$ cat config.mk
export PLATFORM = sky130hd
export DESIGN_NAME = sdr_read_engine
export DESIGN_NICKNAME = d
export VERILOG_FILES = /design/src/rtl/sdr_rd_pkg.sv /design/src/rtl/sdr_rd_cmd_decode.sv /design/src/rtl/sdr_rd_col_seq.sv /design/src/rtl/sdr_rd_out_pipe.sv /design/src/rtl/sdr_rd_ap_track.sv /design/src/rtl/sdr_read_engine.sv
export SDC_FILE = /design/constraint.sdc
export NUM_CORES = 1
export LEC_CHECK = 0
export BUFFER_PORTS_ARGS = -buffer_cell sky130_fd_sc_hd__buf_2
export CAP_MARGIN = 20
export CELL_PAD_IN_SITES_DETAIL_PLACEMENT = 1
export CELL_PAD_IN_SITES_GLOBAL_PLACEMENT = 1
export CORE_MARGIN = 3
export CORE_UTILIZATION = 45
export CTS_CLUSTER_DIAMETER = 150
export DETAILED_ROUTE_END_ITERATION = 8
export PLACE_DENSITY_LB_ADDON = 0.1
export RECOVER_POWER = 50
export SETUP_SLACK_MARGIN = 0.4
export SKIP_CTS_REPAIR_TIMING = 1
export SYNTH_ARGS = -nofsm -noshare
export SYNTH_HDL_FRONTEND = slang
export SYNTH_SLANG_ARGS = --single-unit
export TNS_END_PERCENT = 100
$ cat constraint.sdc
create_clock -name clk -period 2.6 [get_ports clk]
set_input_delay 0.39 -clock clk [delete_from_list [all_inputs] [get_ports clk]]
set_output_delay 0.39 -clock clk [all_outputs]
set_load 0.02 [all_outputs]
$ cat src/rtl/sdr_rd_pkg.sv
package sdr_rd_pkg;

  // Output pipeline depth bounds; the latency select picks one of them.
  localparam int unsigned LAT_MIN = 2;
  localparam int unsigned LAT_MAX = 3;
  localparam int unsigned BL_W    = 3;

  typedef enum logic [BL_W-1:0] {
    BL_ONE   = 3'd0,
    BL_TWO   = 3'd1,
    BL_FOUR  = 3'd2,
    BL_EIGHT = 3'd3,
    BL_PAGE  = 3'd7
  } burst_code_e;

  // Any code above the fixed lengths selects a full-page burst.
  function automatic logic is_page(input logic [BL_W-1:0] code);
    return code > BL_EIGHT;
  endfunction

endpackage

$ cat src/rtl/sdr_rd_cmd_decode.sv
module sdr_rd_cmd_decode #(
  parameter int unsigned BANK_W = 2,
  parameter int unsigned COL_W  = 8,
  parameter int unsigned ADDR_W = 12,
  parameter int unsigned AP_BIT = 10
) (
  input  logic              cke,
  input  logic              cs_n,
  input  logic              ras_n,
  input  logic              cas_n,
  input  logic              we_n,
  input  logic [BANK_W-1:0] ba,
  input  logic [ADDR_W-1:0] addr,
  output logic              rd_go,
  output logic [BANK_W-1:0] rd_bank,
  output logic [COL_W-1:0]  rd_col,
  output logic              rd_ap
);

  // Command truth table restricted to the column-read entry.
  always_comb begin
    rd_go   = cke & ~cs_n & ras_n & ~cas_n & we_n;
    rd_bank = ba;
    rd_col  = addr[COL_W-1:0];
    rd_ap   = addr[AP_BIT];
  end

endmodule

$ cat src/rtl/sdr_rd_col_seq.sv
module sdr_rd_col_seq
  import sdr_rd_pkg::*;
#(
  parameter int unsigned BANK_W = 2,
  parameter int unsigned COL_W  = 8
) (
  input  logic              clk,
  input  logic              rst_n,
  input  logic [BL_W-1:0]   cfg_bl,
  input  logic              rd_go,
  input  logic [BANK_W-1:0] rd_bank,
  input  logic [COL_W-1:0]  rd_col,
  input  logic              rd_ap,
  output logic              iss_valid,
  output logic              iss_last,
  output logic              iss_ap,
  output logic [BANK_W-1:0] iss_bank,
  output logic [COL_W-1:0]  iss_col
);

  logic              act_q, act_d;
  logic              ap_q, ap_d;
  logic [BANK_W-1:0] bank_q, bank_d;
  logic [COL_W-1:0]  start_q, start_d;
  logic [COL_W-1:0]  idx_q, idx_d;
  logic              page;
  logic [COL_W-1:0]  wrap_mask;
  logic [COL_W-1:0]  seq_col;
  logic              seq_last;
  logic              seq_en;

  // Wrap mask: all ones for a page, length-1 for a fixed burst.
  always_comb begin
    page      = is_page(cfg_bl);
    wrap_mask = page ? {COL_W{1'b1}}
                     : COL_W'((32'd1 << cfg_bl[1:0]) - 32'd1);
    seq_col   = (start_q & ~wrap_mask) | ((start_q + idx_q) & wrap_mask);
    seq_last  = ~page & (idx_q == wrap_mask);
  end

  // Next state and issue slot; a new READ always wins over the running burst.
  always_comb begin
    act_d     = act_q;
    ap_d      = ap_q;
    bank_d    = bank_q;
    start_d   = start_q;
    idx_d     = idx_q;
    iss_valid = 1'b0;
    iss_last  = 1'b0;
    iss_ap    = ap_q;
    iss_bank  = bank_q;
    iss_col   = seq_col;
    if (rd_go) begin
      iss_valid = 1'b1;
      iss_last  = ~page & (wrap_mask == '0);
      iss_ap    = rd_ap;
      iss_bank  = rd_bank;
      iss_col   = rd_col;
      act_d     = ~iss_last;
      ap_d      = rd_ap;
      bank_d    = rd_bank;
      start_d   = rd_col;
      idx_d     = COL_W'(1);
    end else if (act_q) begin
      iss_valid = 1'b1;
      iss_last  = seq_last;
      act_d     = ~seq_last;
      idx_d     = idx_q + COL_W'(1);
    end
  end

  assign seq_en = rd_go | act_q;

  always_ff @(posedge clk or negedge rst_n) begin
    if (!rst_n) begin
      act_q <= 1'b0;
    end else if (seq_en) begin
      act_q <= act_d;
    end
  end

  always_ff @(posedge clk) begin
    if (seq_en) begin
      ap_q    <= ap_d;
      bank_q  <= bank_d;
      start_q <= start_d;
      idx_q   <= idx_d;
    end
  end

  AST_PAGE_NEVER_ENDS: assert property (@(posedge clk) disable iff (!rst_n)
    (act_q && page && !rd_go) |=> act_q);

  AST_PAGE_WRAPS_TO_ZERO: assert property (@(posedge clk) disable iff (!rst_n)
    (iss_valid && page && iss_col == {COL_W{1'b1}}) |=> (rd_go || iss_col == '0));

endmodule

$ cat src/rtl/sdr_rd_out_pipe.sv
module sdr_rd_out_pipe
  import sdr_rd_pkg::*;
#(
  parameter int unsigned BANK_W = 2,
  parameter int unsigned COL_W  = 8,
  parameter int unsigned DATA_W = 16
) (
  input  logic              clk,
  input  logic              rst_n,
  input  logic              cfg_cl3,
  input  logic              trunc,
  input  logic              iss_valid,
  input  logic              iss_last,
  input  logic              iss_ap,
  input  logic [BANK_W-1:0] iss_bank,
  input  logic [COL_W-1:0]  iss_col,
  output logic [DATA_W-1:0] dq_out,
  output logic              dq_oe,
  output logic              fin_ap,
  output logic [BANK_W-1:0] fin_bank
);

  localparam int unsigned FILL_W = DATA_W - BANK_W - COL_W;

  // Computed contents stand in for the cell array.
  function automatic logic [DATA_W-1:0] word_of(input logic [BANK_W-1:0] b,
                                                input logic [COL_W-1:0]  c);
    logic [FILL_W-1:0] fill;
    for (int i = 0; i < int'(FILL_W); i++) fill[i] = 1'(i % 2);
    return {b, fill, c};
  endfunction

  genvar g;
  for (g = 1; g <= int'(LAT_MAX); g++) begin : g_stage
    logic              v_q, l_q, a_q;
    logic [BANK_W-1:0] b_q;
    logic [COL_W-1:0]  c_q;
    logic              v_d, l_d, a_d;
    logic [BANK_W-1:0] b_d;
    logic [COL_W-1:0]  c_d;

    if (g == 1) begin : g_head
      always_comb begin
        v_d = iss_valid;
        l_d = iss_last;
        a_d = iss_ap;
        b_d = iss_bank;
        c_d = iss_col;
      end
    end else begin : g_body
      // The second stage holds the newest old word when a READ truncates.
      localparam bit MARK = (g == 2);
      always_comb begin
        v_d = g_stage[g-1].v_q;
        l_d = g_stage[g-1].l_q | (MARK & trunc);
        a_d = g_stage[g-1].a_q;
        b_d = g_stage[g-1].b_q;
        c_d = g_stage[g-1].c_q;
      end
    end

    always_ff @(posedge clk or negedge rst_n) begin
      if (!rst_n) begin
        v_q <= 1'b0;
        l_q <= 1'b0;
        a_q <= 1'b0;
      end else begin
        v_q <= v_d;
        if (v_d) begin
          l_q <= l_d;
          a_q <= a_d;
        end
      end
    end

    always_ff @(posedge clk) begin
      if (v_d) begin
        b_q <= b_d;
        c_q <= c_d;
      end
    end
  end

  logic              out_v, out_l, out_a;
  logic [BANK_W-1:0] out_b;
  logic [COL_W-1:0]  out_c;

  always_comb begin
    if (cfg_cl3) begin
      out_v = g_stage[LAT_MAX].v_q;
      out_l = g_stage[LAT_MAX].l_q;
      out_a = g_stage[LAT_MAX].a_q;
      out_b = g_stage[LAT_MAX].b_q;
      out_c = g_stage[LAT_MAX].c_q;
    end else begin
      out_v = g_stage[LAT_MIN].v_q;
      out_l = g_stage[LAT_MIN].l_q;
      out_a = g_stage[LAT_MIN].a_q;
      out_b = g_stage[LAT_MIN].b_q;
      out_c = g_stage[LAT_MIN].c_q;
    end
    dq_oe    = out_v;
    dq_out   = out_v ? word_of(out_b, out_c) : '0;
    fin_ap   = out_v & out_l & out_a;
    fin_bank = out_b;
  end

  AST_CL2_FIRST_WORD: assert property (@(posedge clk) disable iff (!rst_n)
    (!cfg_cl3 && iss_valid) |-> ##2 dq_oe);

  AST_CL3_FIRST_WORD: assert property (@(posedge clk) disable iff (!rst_n)
    (cfg_cl3 && iss_valid) |-> ##3 dq_oe);

  AST_NO_GAP_MID_BURST: assert property (@(posedge clk) disable iff (!rst_n)
    (dq_oe && !out_l) |=> dq_oe);

endmodule

$ cat src/rtl/sdr_rd_ap_track.sv
module sdr_rd_ap_track #(
  parameter int unsigned NUM_BANKS = 4,
  parameter int unsigned BANK_W    = 2
) (
  input  logic                 clk,
  input  logic                 rst_n,
  input  logic                 rd_go,
  input  logic [BANK_W-1:0]    rd_bank,
  input  logic                 rd_ap,
  input  logic                 fin_ap,
  input  logic [BANK_W-1:0]    fin_bank,
  output logic                 ap_done,
  output logic [BANK_W-1:0]    ap_bank,
  output logic [NUM_BANKS-1:0] ap_pend
);

  logic [NUM_BANKS-1:0] pend_d;
  logic                 set_hit;

  // Set has priority so a fresh READ to a closing bank stays recorded.
  always_comb begin
    for (int b = 0; b < int'(NUM_BANKS); b++) begin
      pend_d[b] = ap_pend[b];
      if (ap_done && ap_bank == BANK_W'(b)) pend_d[b] = 1'b0;
      if (rd_go && rd_ap && rd_bank == BANK_W'(b)) pend_d[b] = 1'b1;
    end
    set_hit = rd_go & rd_ap & (rd_bank == ap_bank);
  end

  always_ff @(posedge clk or negedge rst_n) begin
    if (!rst_n) begin
      ap_done <= 1'b0;
      ap_pend <= '0;
    end else begin
      ap_done <= fin_ap;
      ap_pend <= pend_d;
    end
  end

  always_ff @(posedge clk) begin
    if (fin_ap) ap_bank <= fin_bank;
  end

  AST_PEND_CLEARS_AFTER_DONE: assert property (@(posedge clk) disable iff (!rst_n)
    (ap_done && !set_hit) |=> !ap_pend[$past(ap_bank)]);

endmodule

$ cat src/rtl/sdr_read_engine.sv
module sdr_read_engine
  import sdr_rd_pkg::*;
#(
  parameter int unsigned NUM_BANKS = 4,
  parameter int unsigned COL_W     = 8,
  parameter int unsigned DATA_W    = 16,
  parameter int unsigned ADDR_W    = 12,
  parameter int unsigned AP_BIT    = 10,
  localparam int unsigned BANK_W   = $clog2(NUM_BANKS)
) (
  input  logic                 clk,
  input  logic                 rst_n,
  input  logic                 cke,
  input  logic                 cs_n,
  input  logic                 ras_n,
  input  logic                 cas_n,
  input  logic                 we_n,
  input  logic [BANK_W-1:0]    ba,
  input  logic [ADDR_W-1:0]    addr,
  input  logic                 cfg_cl3,
  input  logic [BL_W-1:0]      cfg_bl,
  output logic [DATA_W-1:0]    dq_out,
  output logic                 dq_oe,
  output logic                 ap_done,
  output logic [BANK_W-1:0]    ap_bank,
  output logic [NUM_BANKS-1:0] ap_pend
);

  logic              rd_go, rd_ap;
  logic [BANK_W-1:0] rd_bank;
  logic [COL_W-1:0]  rd_col;
  logic              iss_valid, iss_last, iss_ap;
  logic [BANK_W-1:0] iss_bank;
  logic [COL_W-1:0]  iss_col;
  logic              fin_ap;
  logic [BANK_W-1:0] fin_bank;

  sdr_rd_cmd_decode #(
    .BANK_W(BANK_W), .COL_W(COL_W), .ADDR_W(ADDR_W), .AP_BIT(AP_BIT)
  ) u_dec (
    .cke(cke), .cs_n(cs_n), .ras_n(ras_n), .cas_n(cas_n), .we_n(we_n),
    .ba(ba), .addr(addr),
    .rd_go(rd_go), .rd_bank(rd_bank), .rd_col(rd_col), .rd_ap(rd_ap)
  );

  sdr_rd_col_seq #(.BANK_W(BANK_W), .COL_W(COL_W)) u_seq (
    .clk(clk), .rst_n(rst_n), .cfg_bl(cfg_bl),
    .rd_go(rd_go), .rd_bank(rd_bank), .rd_col(rd_col), .rd_ap(rd_ap),
    .iss_valid(iss_valid), .iss_last(iss_last), .iss_ap(iss_ap),
    .iss_bank(iss_bank), .iss_col(iss_col)
  );

  sdr_rd_out_pipe #(.BANK_W(BANK_W), .COL_W(COL_W), .DATA_W(DATA_W)) u_pipe (
    .clk(clk), .rst_n(rst_n), .cfg_cl3(cfg_cl3), .trunc(rd_go),
    .iss_valid(iss_valid), .iss_last(iss_last), .iss_ap(iss_ap),
    .iss_bank(iss_bank), .iss_col(iss_col),
    .dq_out(dq_out), .dq_oe(dq_oe), .fin_ap(fin_ap), .fin_bank(fin_bank)
  );

  sdr_rd_ap_track #(.NUM_BANKS(NUM_BANKS), .BANK_W(BANK_W)) u_ap (
    .clk(clk), .rst_n(rst_n),
    .rd_go(rd_go), .rd_bank(rd_bank), .rd_ap(rd_ap),
    .fin_ap(fin_ap), .fin_bank(fin_bank),
    .ap_done(ap_done), .ap_bank(ap_bank), .ap_pend(ap_pend)
  );

  AST_DONE_FOLLOWS_WORD: assert property (@(posedge clk) disable iff (!rst_n)
    ap_done |-> $past(dq_oe));

  AST_IGNORED_CMD_NO_ISSUE: assert property (@(posedge clk) disable iff (!rst_n)
    (!cke || cs_n || !ras_n || cas_n || !we_n) |-> !iss_valid || !u_dec.rd_go);

endmodule

# [Word level (Yosys, flattened, before mapping)]
# Index checks and enable logic that the tools add are counted.
[classes] order_cmp=1 eq_ne=7 div=0 muxes=25 bitwise=19 reduce_logical=19 mul=0 n_shift=1 add_sub_neg=3
[ops] cell="2-to-1 mux 8 bit" count=4
[ops] cell="2-to-1 mux 1 bit" count=18
[ops] cell="bitwise AND 8 bit" count=2
[ops] cell="2-to-1 mux 16 bit" count=1
[ops] cell="nonzero test 2 bit" count=5
[ops] cell="logical AND 1 bit" count=9
[ops] cell="adder 8 x 1 -> 8 bit, second input constant" count=1
[ops] cell="adder 8 bit" count=1
[ops] cell="bitwise AND 1 bit" count=8
[ops] cell="== test 2 bit, second input constant" count=4
[ops] cell="== test 8 bit" count=1
[ops] cell="zero test 8 bit" count=1
[ops] cell="NOT 8 bit" count=1
[ops] cell="OR 8 bit" count=1
[ops] cell="left shift 1 x 2 -> 8 bit, first input constant" count=1
[ops] cell="subtractor 8 x 1 -> 8 bit, second input constant" count=1
[ops] cell="NOT 1 bit" count=5
[ops] cell="== test 2 x 1 -> 1 bit, second input constant" count=2
[ops] cell="zero test 2 bit" count=2
[ops] cell="2-to-1 mux 2 bit" count=2
[ops] cell="AND reduction 2 bit" count=2
[ops] cell="> comparator 3 x 2 -> 1 bit, second input constant" count=1
[ops] cell="OR 1 bit" count=2
[word_totals] wordCells=101 ram_bits=0 romBits=0 latch_bits=0 reg_bits=66 n_memories=0

# [Depth between registers and ports, before layout]
# Gate-level depths: netlist (run 1).
[logic_depth] depth_word=8 mapped_depth=9

# [Hierarchy]
# A second synthesis (run 1) with hierarchy kept.
[hier_totals] cells_unflattened=259 area_unflattened_um2=3339.5
[modules_own_cells] mod="sdr_rd_out_pipe" instances=1 cells_each=82 area_per_inst_um2=1540.2 seq_area_each_um2=1126.1
[modules_own_cells] mod="sdr_rd_col_seq" instances=1 cells_each=144 area_per_inst_um2=1427.6 seq_area_each_um2=595.6
[modules_own_cells] mod="sdr_rd_ap_track" instances=1 cells_each=20 area_per_inst_um2=276.5 seq_area_each_um2=185.2
[modules_own_cells] mod="sdr_rd_cmd_decode" instances=1 cells_each=13 area_per_inst_um2=95.1 seq_area_each_um2=0.0

# [Worst setup path after synthesis (run 1)]
# OpenSTA, ideal clock, no wires.
[synth_path] kind="in2reg" startpoint="input cfg_bl[1]" endpoint="register u_pipe.g_stage[1].l_q" t_arrival_ps=1947 path_stages=7 setup_slack_ps=573 required_time_ps=2520 path_cell_list="or2_2 ha_1 a21o_1 or3_4 a2111oi_4 nand2_1 o211ai_2"
[synth_between] elab_chain_len=7
[synth_rtl] element="from (decl)" line_no="sdr_read_engine.sv:21" text="input logic [BL_W-1:0] cfg_bl,"
[synth_rtl] element="left shift 1 x 2 -> 8 bit" line_no="sdr_rd_col_seq.sv:36" text=": COL_W'((32'd1 << cfg_bl[1:0]) - 32'd1);"
[synth_rtl] element="subtractor 8 x 1 -> 8 bit" line_no="sdr_rd_col_seq.sv:36"
[synth_rtl] element="2-to-1 mux 8 bit" line_no="sdr_rd_col_seq.sv:35" text="wrap_mask = page ? {COL_W{1'b1}}"
[synth_rtl] element="== test 8 bit" line_no="sdr_rd_col_seq.sv:38" text="seq_last = ~page & (idx_q == wrap_mask);"
[synth_rtl] element="bitwise AND 1 bit" line_no="sdr_rd_col_seq.sv:38"
[synth_rtl] element="2-to-1 mux 1 bit" line_no="sdr_rd_col_seq.sv:64" text="end else if (act_q) begin"
[synth_rtl] element="2-to-1 mux 1 bit (*)" line_no="sdr_rd_col_seq.sv:53" text="if (rd_go) begin"
[synth_rtl] element="to (signal assigned)" line_no="sdr_rd_out_pipe.sv:70" text="l_q <= l_d;"
[synth_rtl] element="to (decl)" line_no="sdr_rd_out_pipe.sv:35" text="logic v_q, l_q, a_q;"
# Every way passes the cells marked *; elsewhere a longest branch is shown, timed or not.
# A chain may end at the register's enable or synchronous reset.

# [Worst setup path after layout (run 1)]
[layout_path] startpoint="input cfg_cl3" endpoint="output dq_out[14]"
[layout_between] elab_chain_len=2
[layout_rtl] element="from (decl)" line_no="sdr_read_engine.sv:20" text="input logic cfg_cl3,"
[layout_rtl] element="2-to-1 mux 2 bit / 2-to-1 mux 1 bit (equally long branches)" line_no="sdr_rd_out_pipe.sv:89" text="if (cfg_cl3) begin"
[layout_rtl] element="2-to-1 mux 16 bit (*)" line_no="sdr_rd_out_pipe.sv:103" text="dq_out = out_v ? word_of(out_b, out_c) : '0;"
[layout_rtl] element="to (decl)" line_no="sdr_read_engine.sv:22" text="output logic [DATA_W-1:0] dq_out,"
# Marks and branches as above.

==> impl_metrics.toml, run 1 <==
[run_status]
status = "finished clean"

[final_layout]
fin_util = 0.561
area_growth_pct = 19.9
antennaDiodeCount = 0
final_nets = 336
final_layout_size_suffix_gt1_frac = 0.258
fillCellCount = 698

[yosys]
yosysTopAreaCell = "edfxtp_1"
synth_commonest_cells = "49 x edfxtp_1, 28 x nor2_1, 21 x nand2_1"
syn_avg_cell_area_sq_um = 12.4
yosys-top-cells-area = "edfxtp_1 49%, dfrtp_1 13%, mux2i_1 4.4%"
yosysMostFrequentCell = "edfxtp_1"
netlist_area_sq_mm = 0.00299
synth_cell_types = 37
synth_seq_cells = 64
syn_inst = 240
synth-edff-count = 49
async_flop_share = 0.234
yosys_warnings = 0
synth_seq_area_share = 0.619
synth-main-ff-cell = "edfxtp_1"
synth_top_cell_area_share = 0.493

[min_path]
hold_depth = 1
hold_class = "primary input to flip-flop"

[global_route]
grt_pass1_vias = 1995
grt_pass1_wl_um = 9720
groute.usage.overall = 0.170
overflow = 0
grt_max_degree = 18
grt_antenna_before_repair = 0

[setup_path]
critPathBufInv = 3
cp.depth = 5
crit_chain = "clkbuf_1, mux2i_1, inv_1, and2_1, buf_2"
cp-start-kind = "primary input"
cpMaxStageDelayCell = "clkbuf_1"
worstSetupEndpointType = "output pin"
slowest_delay_ns = 0.60
critPathKind = "primary input to output pin"
crit_required_ns = 2.21
reg2reg_slack_ns = 0.49
rr_worst_depth = 7
cp_max_fo = 13
worstPathArrival_ns = 1.82
critPathTopFamily = "buffers and inverters"

[detailed_routing]
first_pass_iters = 5
drc = 0
viasPerCell = 5.19
ant_nets = 0
routed_wl_um = 6210
wl_per_cell_um = 16.2
drtIter0Drc = 87
vias = 1987

[floorplan]
dieArea_sq_mm = 0.00765
io_pins = 49
fp.coreArea_sq_mm = 0.00639
initial_core_util = 0.467
row_count = 29
die_h_um = 87.5
fp.dieW_um = 87.5

[timing]
tns_ns = 0
timing.fmax_ghz = 0.453
final_max_slew_viol_count = 0
fin_crit_sh = 0.850
worst-slew-pin-transition_ns = 0.822
fin_crit_ns = 2.21
rsz0062_at_grt = "yes"
hold_ws_ns = 0.247
finalWorstSetupSlack_ns = 0.390
hold_violations = 0
clock_skew_ns = 0.00733
max-slew-margin-rel = 0.452
setup_viol = 0

[place]
portBuffers = 42
gp_congestion = 0.856
preCtsSetupSlack_ns = 0.322
dp_hpwl_um = 4480

[clock_tree]
root_buffer = "clkbuf_8"
clk_latency_ns = 0.33
cts_buffers = 9
cts.clk_slew.worst_paths_ns = 0.07
cts_tree = "built"
clkSinkCount = 64
cts_buffer_depth = 2
htreeDepth = 3

[run]
cap_violations = 0

[power_and_ir_drop]
powerDensity_mw_per_mm2 = 1170
vdd_ir_drop_max_mv = 0.587
leakage_uw = 0.00145
sequential cells by signal, indices dropped and copies added (netlist names):
signal and count:
u_pipe.g_stage.v_q 3, u_pipe.g_stage.a_q 3, u_ap.ap_bank 2, u_ap.ap_pend 4, u_ap.ap_done 1, u_seq.idx_q 8, u_pipe.g_stage.b_q 6, u_seq.start_q 8
u_seq.ap_q 1, u_pipe.g_stage.c_q 24, u_seq.act_q 1, u_pipe.g_stage.l_q 3
logic make-up after synthesis:
family | share of synthesized area
buffers and inverters | 0.0360
adder cells (fa/ha/maj) | 0.0444
AO/OA/AOI/OAI | 0.0696
flip-flops | 0.619
XOR/XNOR | 0.0411
multiplexers | 0.0624
other | 0.00126
AND/OR/NAND/NOR | 0.127
worst paths after layout:
check                                    startpoint                  endpoint
hold / removal                              addr[3]          u_seq.start_q[3]
setup reg to reg                     u_seq.idx_q[2]  u_pipe.g_stage[1].c_q[7]
min in group asynchronous                     rst_n     u_pipe.g_stage[2].a_q
setup / recovery                            cfg_cl3                dq_out[14]
max in group asynchronous                     rst_n     u_pipe.g_stage[2].l_q
hold reg to reg            u_pipe.g_stage[1].c_q[0]  u_pipe.g_stage[2].c_q[0]
stage by stage:
stage | total power (uW) | std cells | cell area, sq um
3_5_place_dp | 3250 | 355 | 3270
5_1_grt | 4490 | 383 | 3580
2_1_floorplan | 2800 | 242 | 2990
3_3_place_gp | 3170 | 355 | 3270
4_1_cts | 4080 | 371 | 3460
6_report | 4190 | 383 | 3580
per-layer routing:
metal | part of all wire | track usage
met5 | 0 | 0
met1 | 0.43 | 0.206
met3 | 0.039 | 0.0369
met4 | 0.0079 | 0.0586
met2 | 0.52 | 0.299
power breakdown:
group	internal [uW]	leakage, uW	switching (uW)
clock network	438	0.0000937	369
logic	646	0.000694	832
registers	1640	0.000666	266
total	2730	0.00145	1470
worst reg2reg max path: stages (launching register included):
cell and delay, ns:
edfxtp_1 0.45, ha_1 0.40, a21oi_2 0.22, a211oi_2 0.10, or3_1 0.37, nand3_2 0.10
xor2_1 0.14, o21ai_0 0.09
area by class of cell:
| class | instances | area (sq um) | area share |
|---|---|---|---|
| multi-input cells | 158 | 1090 | 0.304 |
| flip-flops and latches | 64 | 1850 | 0.516 |
| well taps | 77 | 96.3 | 0.0269 |
| clock inverters | 6 | 60.1 | 0.0168 |
| repair buffers | 61 | 335 | 0.0936 |
| inverters | 7 | 26.3 | 0.00734 |
| clock buffers | 10 | 128 | 0.0356 |
layout by cell type, fill, tap and decap left out, types with 2 or more instances in the layout:
cell type   n
buf_4      16
xnor2_1     7
clkbuf_1   13
a22o_1      2
ha_4        2
mux2_2      4
nand2_1    21
nand2b_1    2
nor2_1     28
clkinv_2    2
nand3b_1    2
o21ai_0    11
ha_1        7
and2_1      2
clkbuf_8    9
mux2i_1    13
buf_2      32
nor4_1      2
a21oi_1    11
edfxtp_1   49
nor2b_1     7
conb_1      3
inv_1       6
nand3_1     9
dfrtp_1    15
nand3_2     2
nor3_1      2
xor2_1      7
(Power assumes the default switching activity.)
==> run 2: changes to the inputs <==
Settings changed: ABC_AREA set to 1, CORE_UTILIZATION 45 to 39.
Clock period 2.6 ns to 1.9 ns, I/O delays scaled along.
==> run 2 against run 1 <==
  * Count of clock-buffer cells in the layout up 1
  * Non-clock buffer count rose by 4
  * Synthesized cell count is 37% higher
  * Combinational power up 64%
  * Utilization is 5.2 points lower
  * Flip-flop and latch count stayed put
  * Synthesized area increased by 6.5%
  * Sequential share of layout area down 5.1 points
  * Largest power group unchanged
==> impl_metrics.toml, run 2 <==
[run_status]
status = "finished clean"

[final_layout]
antennaDiodeCount = 0
layout_commonest_cell = "nand2_1"
layout_common_cells = "78 x nand2_1, 49 x edfxtp_1, 40 x inv_1"
fin_area_sq_mm = 0.00398
final_nets = 432
area_growth_pct = 25.0
largest_reg_flops = 24
largest-register = "u_pipe.g_stage.c_q"
fin_util = 0.509
fillCellCount = 930
largestRegisters = "u_pipe.g_stage.c_q (24), u_seq.idx_q (8), u_seq.start_q (8)"
final_layout_size_suffix_gt1_frac = 0.296

[setup_path]
cp-start-kind = "flip-flop"
reg2reg_slack_ns = 0.16
cp_max_fo = 2
crit_required_ns = 1.97
rr_worst_depth = 9
startpoint = "u_seq.idx_q[0]"
worstPathArrival_ns = 1.81
cpMaxStageDelayCell = "edfxtp_1"
critical_path.endpoint = "u_pipe.g_stage[1].c_q[4]"
reg2reg_to = "u_pipe.g_stage[1].c_q[4]"
worstSetupEndpointType = "flip-flop"
reg2reg_from = "u_seq.idx_q[0]"
slowest_delay_ns = 0.41
crit_top_cell = "inv_2"
crit_chain = "ha_4, inv_2, fa_2, inv_2, nand3_1, nand2_1, a21oi_1, o21ai_0, a21oi_2"
critPathKind = "flip-flop to flip-flop"

[place]
dp_hpwl_um = 5260
gp_congestion = 0.821
portBuffers = 42
placed_area_sq_mm = 0.00358
preCtsSetupSlack_ns = 0.160

[global_route]
grt_max_degree = 21
grt_pass1_wl_um = 11600
grt_antenna_before_repair = 0
grt_pass1_vias = 2390
groute.usage.overall = 0.166
overflow = 0

[clock_tree]
cts.clk_slew.worst_paths_ns = 0.07
root_buffer = "clkbuf_8"
cts_tree = "built"
htreeDepth = 3
clk_latency_ns = 0.33
cts_buffers = 9
clkSinkCount = 64
cts_buffer_depth = 2

[timing]
tns_ns = 0
clock_skew_ns = 0.00784
fin_crit_ns = 1.74
hold_violations = 0
final_max_slew_viol_count = 0
rsz0062_at_grt = "yes"
worst-slew-pin-transition_ns = 0.862
max-slew-margin-rel = 0.425
timing.fmax_ghz = 0.575
fin_crit_sh = 0.916
finalWorstSetupSlack_ns = 0.160
setup_viol = 0

[power_and_ir_drop]
powerDensity_mw_per_mm2 = 1550
leakage_uw = 0.00179
report.power.total_uw = 6170
vdd_ir_drop_max_mv = 0.479

[yosys]
syn_inst = 329
netlist_area_sq_mm = 0.00318
synth_seq_area_share = 0.581
synth_commonest_cells = "84 x nand2_1, 49 x edfxtp_1, 44 x inv_1"
synth_top_cell_area_share = 0.463
yosys_warnings = 0
synth-main-ff-cell = "edfxtp_1"
yosysMostFrequentCell = "nand2_1"
async_flop_share = 0.234
synth_cell_types = 34
synth-edff-count = 49
syn_avg_cell_area_sq_um = 9.66
yosysTopAreaCell = "edfxtp_1"
yosys-top-cells-area = "edfxtp_1 46%, dfrtp_1 12%, nand2_1 9.9%"
synth_seq_cells = 64

[detailed_routing]
drc = 0
drtIter0Drc = 76
wl_met2_um = 3740
first_pass_iters = 4
routed_wl_um = 7430
vias = 2415
wl_met1_um = 3320
viasPerCell = 4.79
wl_met3_um = 265
ant_nets = 0
wl_per_cell_um = 14.7
top_layer = "met4"

[floorplan]
fp.coreArea_sq_mm = 0.00781
fp.dieW_um = 96.3
io_pins = 49
row_count = 32
initial_core_util = 0.407
die_h_um = 96.3
dieArea_sq_mm = 0.00927

[min_path]
hold_class = "primary input to flip-flop"

[run]
cap_violations = 0
run 2: area by class of cell:
type	instances	area, sq um	share of cell area
Clock buffer	11	151	0.0381
Tap cell	102	128	0.0321
Timing Repair Buffer	65	375	0.0944
Clock inverter	5	55.1	0.0138
Inverter	51	198	0.0497
Sequential cell	64	1850	0.465
Multi-Input combinational cell	206	1220	0.307
run 2: cell families (layout without fill, tap and decap cells):
logic type,after synthesis,after routing,share of synthesized area
flops,64,64,0.581
fa+ha+maj,10,10,0.0417
compound gates,40,40,0.0689
xor+xnor,6,6,0.0165
other cells,1,3,0.00118
simple gates,147,147,0.207
buf+inv,61,132,0.0834
run 2: routing by layer:
layer	global-route usage	vias to the layer above
met3	0.0453	10
met5	0	-
li1	-	1208
met1	0.208	1155
met4	0.0526	0
met2	0.278	42
run 2: critical path: cells and delay by family, from the launching register on:
family / cells / cell delay (ns)
compound gates: 3 / 0.29
simple gates: 2 / 0.15
flops: 1 / 0.41
buf+inv: 2 / 0.11
fa+ha+maj: 2 / 0.53
run 2: metrics by stage:
stage / hold WS, ns / std cells
5_1_grt: 0.126 / 504
4_1_cts: -0.151 / 489
3_5_place_dp: 0.223 / 473
6_report: 0.141 / 504
2_1_floorplan: -0.0106 / 331
3_3_place_gp: 0.216 / 473
run 2: report_power, final:
| part | internal [uW] | switching (uW) |
|---|---|---|
| logic | 1000 | 1420 |
| clock network | 673 | 523 |
| registers | 2230 | 323 |
| total | 3910 | 2260 |
run 2: how the worst min path moves through the flow:
stage,start,to,slack [ns],cells past startpoint
6_report,addr[4],u_seq.start_q[4],0.14,1
5_1_grt,addr[4],u_seq.start_q[4],0.13,1
4_1_cts,rst_n,u_ap.ap_done,-0.15,1
3_5_place_dp,rst_n,u_ap.ap_done,0.22,1
3_3_place_gp,rst_n,u_ap.ap_done,0.22,1
2_1_floorplan,rst_n,u_ap.ap_done,-0.01,0
